File: config.mk
export PLATFORM = sky130hd
export DESIGN_NAME = stride_disp_gen
export DESIGN_NICKNAME = d
export VERILOG_FILES = /design/src/rtl/sdg_pkg.sv /design/src/rtl/sdg_mul.sv /design/src/rtl/sdg_imm.sv /design/src/rtl/sdg_calc.sv /design/src/rtl/stride_disp_gen.sv
export SDC_FILE = /design/constraint.sdc
export NUM_CORES = 1
export LEC_CHECK = 0
export BUFFER_PORTS_ARGS = -buffer_cell sky130_fd_sc_hd__buf_4
export CAP_MARGIN = 20
export CORE_UTILIZATION = 35
export CTS_CLUSTER_DIAMETER = 80
export DETAILED_ROUTE_END_ITERATION = 10
export PLACE_DENSITY_LB_ADDON = 0.15
export SETUP_SLACK_MARGIN = 0.5
export SYNTH_ARGS = -nofsm -noshare
export SYNTH_HDL_FRONTEND = slang
export SYNTH_SLANG_ARGS = --single-unit
export TNS_END_PERCENT = 10
File: constraint.sdc
create_clock -name clk_i -period 1.8 [get_ports clk_i]
set_input_delay 0.18 -clock clk_i [delete_from_list [all_inputs] [get_ports clk_i]]
set_output_delay 0.18 -clock clk_i [all_outputs]
set_load 0.05 [all_outputs]
File: src/rtl/sdg_pkg.sv
package sdg_pkg;
  typedef enum logic [1:0] {
    MODE_PLAIN = 2'd0,
    MODE_UNIT  = 2'd1,
    MODE_ELEM  = 2'd2,
    MODE_SHIFT = 2'd3
  } smode_e;

  typedef enum logic [1:0] {
    OP_NONE  = 2'd0,
    OP_LOAD  = 2'd1,
    OP_STORE = 2'd2,
    OP_RSVD  = 2'd3
  } sop_e;
endpackage

File: src/rtl/sdg_mul.sv
module sdg_mul
  import sdg_pkg::*;
#(
  parameter int STEP_W = 7,
  parameter int SUB_W  = 2,
  parameter int MUL_W  = STEP_W + SUB_W
) (
  input  sop_e              op_i,
  input  logic [STEP_W-1:0] src_step_i,
  input  logic [STEP_W-1:0] dst_step_i,
  input  logic [SUB_W-1:0]  sub_step_i,
  input  logic [SUB_W-1:0]  subvl_i,
  input  logic [MUL_W-1:0]  ovr_idx_i,
  input  logic              ovr_vld_i,
  output logic [MUL_W-1:0]  mul_o
);
  logic [MUL_W-1:0] step_sel;
  logic [MUL_W-1:0] lanes;
  logic [MUL_W-1:0] linear;

  always_comb begin
    step_sel = (op_i == OP_STORE) ? MUL_W'(dst_step_i) : MUL_W'(src_step_i);
    lanes    = MUL_W'(subvl_i) + MUL_W'(1);
    linear   = step_sel * lanes + MUL_W'(sub_step_i);
    unique case (op_i)
      OP_LOAD:  mul_o = ovr_vld_i ? ovr_idx_i : linear;
      OP_STORE: mul_o = linear;
      default:  mul_o = '0;
    endcase
  end
endmodule

File: src/rtl/sdg_imm.sv
module sdg_imm #(
  parameter int IMM_W  = 16,
  parameter int SHF_W  = 11,
  parameter int DISP_W = 32
) (
  input  logic [IMM_W-1:0]  raw_i,
  input  logic              ds_i,
  input  logic              shift_form_i,
  output logic [DISP_W-1:0] imm_o
);
  localparam int PAD_W = DISP_W - IMM_W;
  localparam int SPD_W = DISP_W - SHF_W;

  logic [IMM_W-1:0] field;

  always_comb begin
    field = ds_i ? {raw_i[IMM_W-3:0], 2'b00} : raw_i;
    if (shift_form_i) imm_o = {{SPD_W{raw_i[SHF_W-1]}}, raw_i[SHF_W-1:0]};
    else              imm_o = {{PAD_W{field[IMM_W-1]}}, field};
  end
endmodule

File: src/rtl/sdg_calc.sv
module sdg_calc
  import sdg_pkg::*;
#(
  parameter int DISP_W = 32,
  parameter int MUL_W  = 9,
  parameter int WID_W  = 4,
  parameter int SH_W   = 5
) (
  input  smode_e            mode_i,
  input  logic              ds_i,
  input  logic [DISP_W-1:0] imm_i,
  input  logic [MUL_W-1:0]  mul_i,
  input  logic [WID_W-1:0]  width_i,
  input  logic [SH_W-1:0]   shamt_i,
  output logic [DISP_W-1:0] disp_o,
  output logic              replace_o
);
  logic [DISP_W-1:0] mul_x;
  logic [DISP_W-1:0] prod;
  logic [DISP_W-1:0] raw;

  // low DISP_W bits of a product are sign-agnostic
  always_comb begin
    mul_x = DISP_W'(mul_i);
    prod  = imm_i * mul_x;
    unique case (mode_i)
      MODE_UNIT:  raw = imm_i + mul_x * DISP_W'(width_i);
      MODE_ELEM:  raw = prod;
      MODE_SHIFT: raw = prod << shamt_i;
      default:    raw = imm_i;
    endcase
    replace_o = (mode_i != MODE_PLAIN);
    disp_o    = (replace_o && ds_i) ? (raw >> 2) : raw;
  end
endmodule

File: src/rtl/stride_disp_gen.sv
module stride_disp_gen
  import sdg_pkg::*;
#(
  parameter int IMM_W  = 16,
  parameter int SHF_W  = 11,
  parameter int DISP_W = 32,
  parameter int STEP_W = 7,
  parameter int SUB_W  = 2,
  parameter int WID_W  = 4,
  parameter int SH_W   = 5,
  localparam int MUL_W = STEP_W + SUB_W
) (
  input  logic              clk_i,
  input  logic              rst_ni,
  input  logic              valid_i,
  input  logic [IMM_W-1:0]  imm_i,
  input  logic              ds_i,
  input  logic [1:0]        mode_i,
  input  logic [1:0]        op_i,
  input  logic [STEP_W-1:0] src_step_i,
  input  logic [STEP_W-1:0] dst_step_i,
  input  logic [SUB_W-1:0]  sub_step_i,
  input  logic [SUB_W-1:0]  subvl_i,
  input  logic [MUL_W-1:0]  ovr_idx_i,
  input  logic              ovr_vld_i,
  input  logic [WID_W-1:0]  width_i,
  input  logic [SH_W-1:0]   shamt_i,
  output logic              valid_o,
  output logic [DISP_W-1:0] disp_o,
  output logic              replace_o
);
  smode_e            mode;
  sop_e              op;
  logic [MUL_W-1:0]  mul;
  logic [DISP_W-1:0] imm_x;
  logic [DISP_W-1:0] disp_d;
  logic              repl_d;

  assign mode = smode_e'(mode_i);
  assign op   = sop_e'(op_i);

  sdg_mul #(.STEP_W(STEP_W), .SUB_W(SUB_W), .MUL_W(MUL_W)) u_mul (
    .op_i       (op),
    .src_step_i (src_step_i),
    .dst_step_i (dst_step_i),
    .sub_step_i (sub_step_i),
    .subvl_i    (subvl_i),
    .ovr_idx_i  (ovr_idx_i),
    .ovr_vld_i  (ovr_vld_i),
    .mul_o      (mul)
  );

  sdg_imm #(.IMM_W(IMM_W), .SHF_W(SHF_W), .DISP_W(DISP_W)) u_imm (
    .raw_i        (imm_i),
    .ds_i         (ds_i),
    .shift_form_i (mode == MODE_SHIFT),
    .imm_o        (imm_x)
  );

  sdg_calc #(.DISP_W(DISP_W), .MUL_W(MUL_W), .WID_W(WID_W), .SH_W(SH_W)) u_calc (
    .mode_i    (mode),
    .ds_i      (ds_i),
    .imm_i     (imm_x),
    .mul_i     (mul),
    .width_i   (width_i),
    .shamt_i   (shamt_i),
    .disp_o    (disp_d),
    .replace_o (repl_d)
  );

  always_ff @(posedge clk_i or negedge rst_ni) begin
    if (!rst_ni) begin
      valid_o   <= 1'b0;
      disp_o    <= '0;
      replace_o <= 1'b0;
    end else begin
      valid_o <= valid_i;
      if (valid_i) begin
        disp_o    <= disp_d;
        replace_o <= repl_d;
      end
    end
  end
endmodule

==> results.json <==
{
  "antenna_found_initial": 0,
  "synth_area_leaders": "fa_1 (25%), ha_1 (8.1%), inv_1 (7.2%), dfrtp_1 (6.8%), nor2_1 (6.5%)",
  "r2r_start": "disp_o[26]",
  "synth.net_count": 1961,
  "drcViolationCount": 0,
  "die_h_um": 191,
  "ff2ff_setup_slack_ns": 0.86,
  "synth_flop_cell": "dfrtp_1",
  "viasPerCell": 5.43,
  "route.vias.total": 14200,
  "p_leak_uw": 0.00889,
  "synth_top_area_cell": "fa_1",
  "slew_viol_final": 0,
  "setup_viol": 32,
  "reg2regPathDepth": 3,
  "place_ws_ns": -6.99,
  "initial_utilization": 0.354,
  "critPathSlowestCell": "mux4_2",
  "place_hpwl_um": 43500,
  "whs_path_depth": 2,
  "final_common_cell": "buf_4",
  "worst_path_largest_cell_delay_ns": 0.54,
  "hold_path_end": "disp_o[19]",
  "hold_viol_final": 0,
  "syn_to_final_growth_pct": 50.5,
  "place_area_mm2": 0.0171,
  "ys_seq_elements": 34,
  "overflow": 0,
  "setup_tns_ns": -184.14,
  "period_share": 4.49,
  "async_flop_share": 1.00,
  "end_kind": "register",
  "clk_pin_slew_ns": 0.06,
  "fin_ws_ns": -6.29,
  "htreeDepth": 2,
  "path_common_cell": "fa_1",
  "synth-seq-area-share": 0.0677,
  "detail_route.wl_per_cell_um": 19.7,
  "min_period_ns": 8.09,
  "max_freq_mhz": 124,
  "finalPower_uw": 19300,
  "drt_iter0_markers": 1182,
  "stdcell_area_mm2": 0.0189,
  "cts_root_buffer": "clkbuf_16",
  "arrival_ns": 8.28,
  "cts_tree": "yes",
  "synth-edff-count": 0,
  "grt_max_degree": 35,
  "portBuffers": 94,
  "clockBufferDepth": 2,
  "grt_pass1_wl_um": 81300,
  "final_cells": 2621,
  "violations": "negative setup slack",
  "final_cell_mix": "buf_4 (552), inv_1 (234), nor2_1 (191)",
  "numCtsBuffers": 5,
  "synth_cells": 1664,
  "insertion_delay_ns": 0.27,
  "cts.sinks": 34,
  "avgSynthCellArea_um2": 7.55,
  "ios": 95,
  "worst_slew_pin_slew_ns": 0.642,
  "dr.pass1.iters": 5,
  "drive_gt1_frac": 0.398,
  "die-area_mm2": 0.0367,
  "path_class": "in -> reg",
  "routed_wl_um": 51700,
  "grtUsageTotal": 0.288,
  "synth_warnings": 0,
  "gp_congestion": 0.951,
  "crit_required_ns": 2.00,
  "synth_area_mm2": 0.0126,
  "nNetsFinal": 2455,
  "vdd_drop_max_v": 0.000687,
  "power_density_mw_per_mm2": 1020,
  "dieWidth_um": 191,
  "maxCapViolations": 0,
  "min_from": "valid_i",
  "ant_nets": 0,
  "clock_skew_ns": 0,
  "status": "finished with violations",
  "rsz0062_at_grt": "yes",
  "cp-start-kind": "input pin",
  "hold_class": "in -> reg",
  "r2r-end": "disp_o[26]",
  "dp_cells": 2585,
  "synth_top_area_frac": 0.247,
  "fp-row-count": 69,
  "maxSlewHeadroom": 0.561,
  "core_area_mm2": 0.0355,
  "cp_max_fo": 6,
  "ys_types": 83,
  "first_global_vias": 14600
}
## flip-flops by register name, indices dropped and copies added (netlist names)
| signal | flops |
|---|---|
| replace_o | 1 |
| disp_o | 32 |
| valid_o | 1 |
## cell type report
cell class / count / area (um^2)
multi-input combinational: 1297 / 11900
sequential: 34 / 851
tap: 461 / 577
clock inverter: 2 / 12.5
timing repair buffer: 572 / 4440
antenna: 1 / 2.50
clock buffer: 6 / 139
fill: 3445 / 16600
inverter: 248 / 943
## per-layer routing
| layer | part of all wire | global-route usage | vias to the layer above |
|---|---|---|---|
| met5 | 0 | 0 | - |
| met4 | 0.041 | 0.100 | 0 |
| met3 | 0.056 | 0.0402 | 77 |
| met2 | 0.45 | 0.461 | 437 |
| met1 | 0.45 | 0.394 | 7012 |
| li1 | - | - | 6694 |
## critical path, delay by kind of cell
family / cells / cell delay, ns
and+or+nand+nor: 5 / 0.83
buffers and inverters: 5 / 0.38
muxes: 4 / 1.52
AOI/OAI and AO/OA: 12 / 1.83
xor gates and xnor gates: 1 / 0.14
adders and majority gates: 9 / 3.41
## how the worst max path moves through the flow
stage          startpoint          to  slack (ns)  depth (start not counted)
5_1_grt           op_i[0]  disp_o[20]       -6.56                         37
3_5_place_dp      op_i[0]  disp_o[28]       -6.99                         38
3_3_place_gp      op_i[0]  disp_o[28]       -6.90                         38
2_1_floorplan     op_i[0]  disp_o[20]       -6.32                         39
6_report          op_i[0]  disp_o[20]       -6.29                         36
4_1_cts           op_i[0]  disp_o[20]       -6.30                         36
## synthesized netlist by cell type, drive strengths merged (18+ instances only)
master,instances
a211oi,26
a21o,18
a21oi,74
a31oi,26
buf,18
clkbuf,69
dfrtp,34
fa,155
ha,81
inv,242
mux2,25
mux2i,20
nand2,180
nand3,34
nand4,18
nor2,217
nor3,32
o21ai,64
xnor2,21
## stage by stage
step / util / hold WS, ns
finish: 0.533 / 0.304
floorplan: - / -0.116
global placement: 0.482 / 0.153
CTS: 0.514 / 0.300
global route: 0.533 / 0.322
detailed placement: 0.482 / 0.158
## cells by family after synthesis
| logic type | Yosys count | share of synthesized area |
|---|---|---|
| compound gates | 400 | 0.229 |
| xor+xnor | 33 | 0.0230 |
| fa+ha+maj | 236 | 0.328 |
| buf+inv | 335 | 0.101 |
| flops | 34 | 0.0677 |
| mux | 50 | 0.0473 |
| simple gates | 576 | 0.205 |
## what timing repair did
| action | CTS | global route |
|---|---|---|
| gates resized for setup | 183 | 106 |
| pin swaps | 57 | 71 |
| setup endpoints to repair | 32 | 32 |
| gates cloned | 2 | 0 |
| hold endpoints to repair | 34 | 0 |
| setup buffers | 7 | 17 |
| hold buffers | 1 | 0 |
## where the power goes
| group | leakage, uW | switching [uW] | total [uW] | internal [uW] |
|---|---|---|---|---|
| sequential | 0.000403 | 118 | 1070 | 950 |
| combinational | 0.00842 | 9230 | 17300 | 8100 |
| clock | 0.0000729 | 341 | 889 | 548 |
| total | 0.00889 | 9680 | 19300 | 9600 |
No activity file was read; power rests on OpenSTA's default activity.
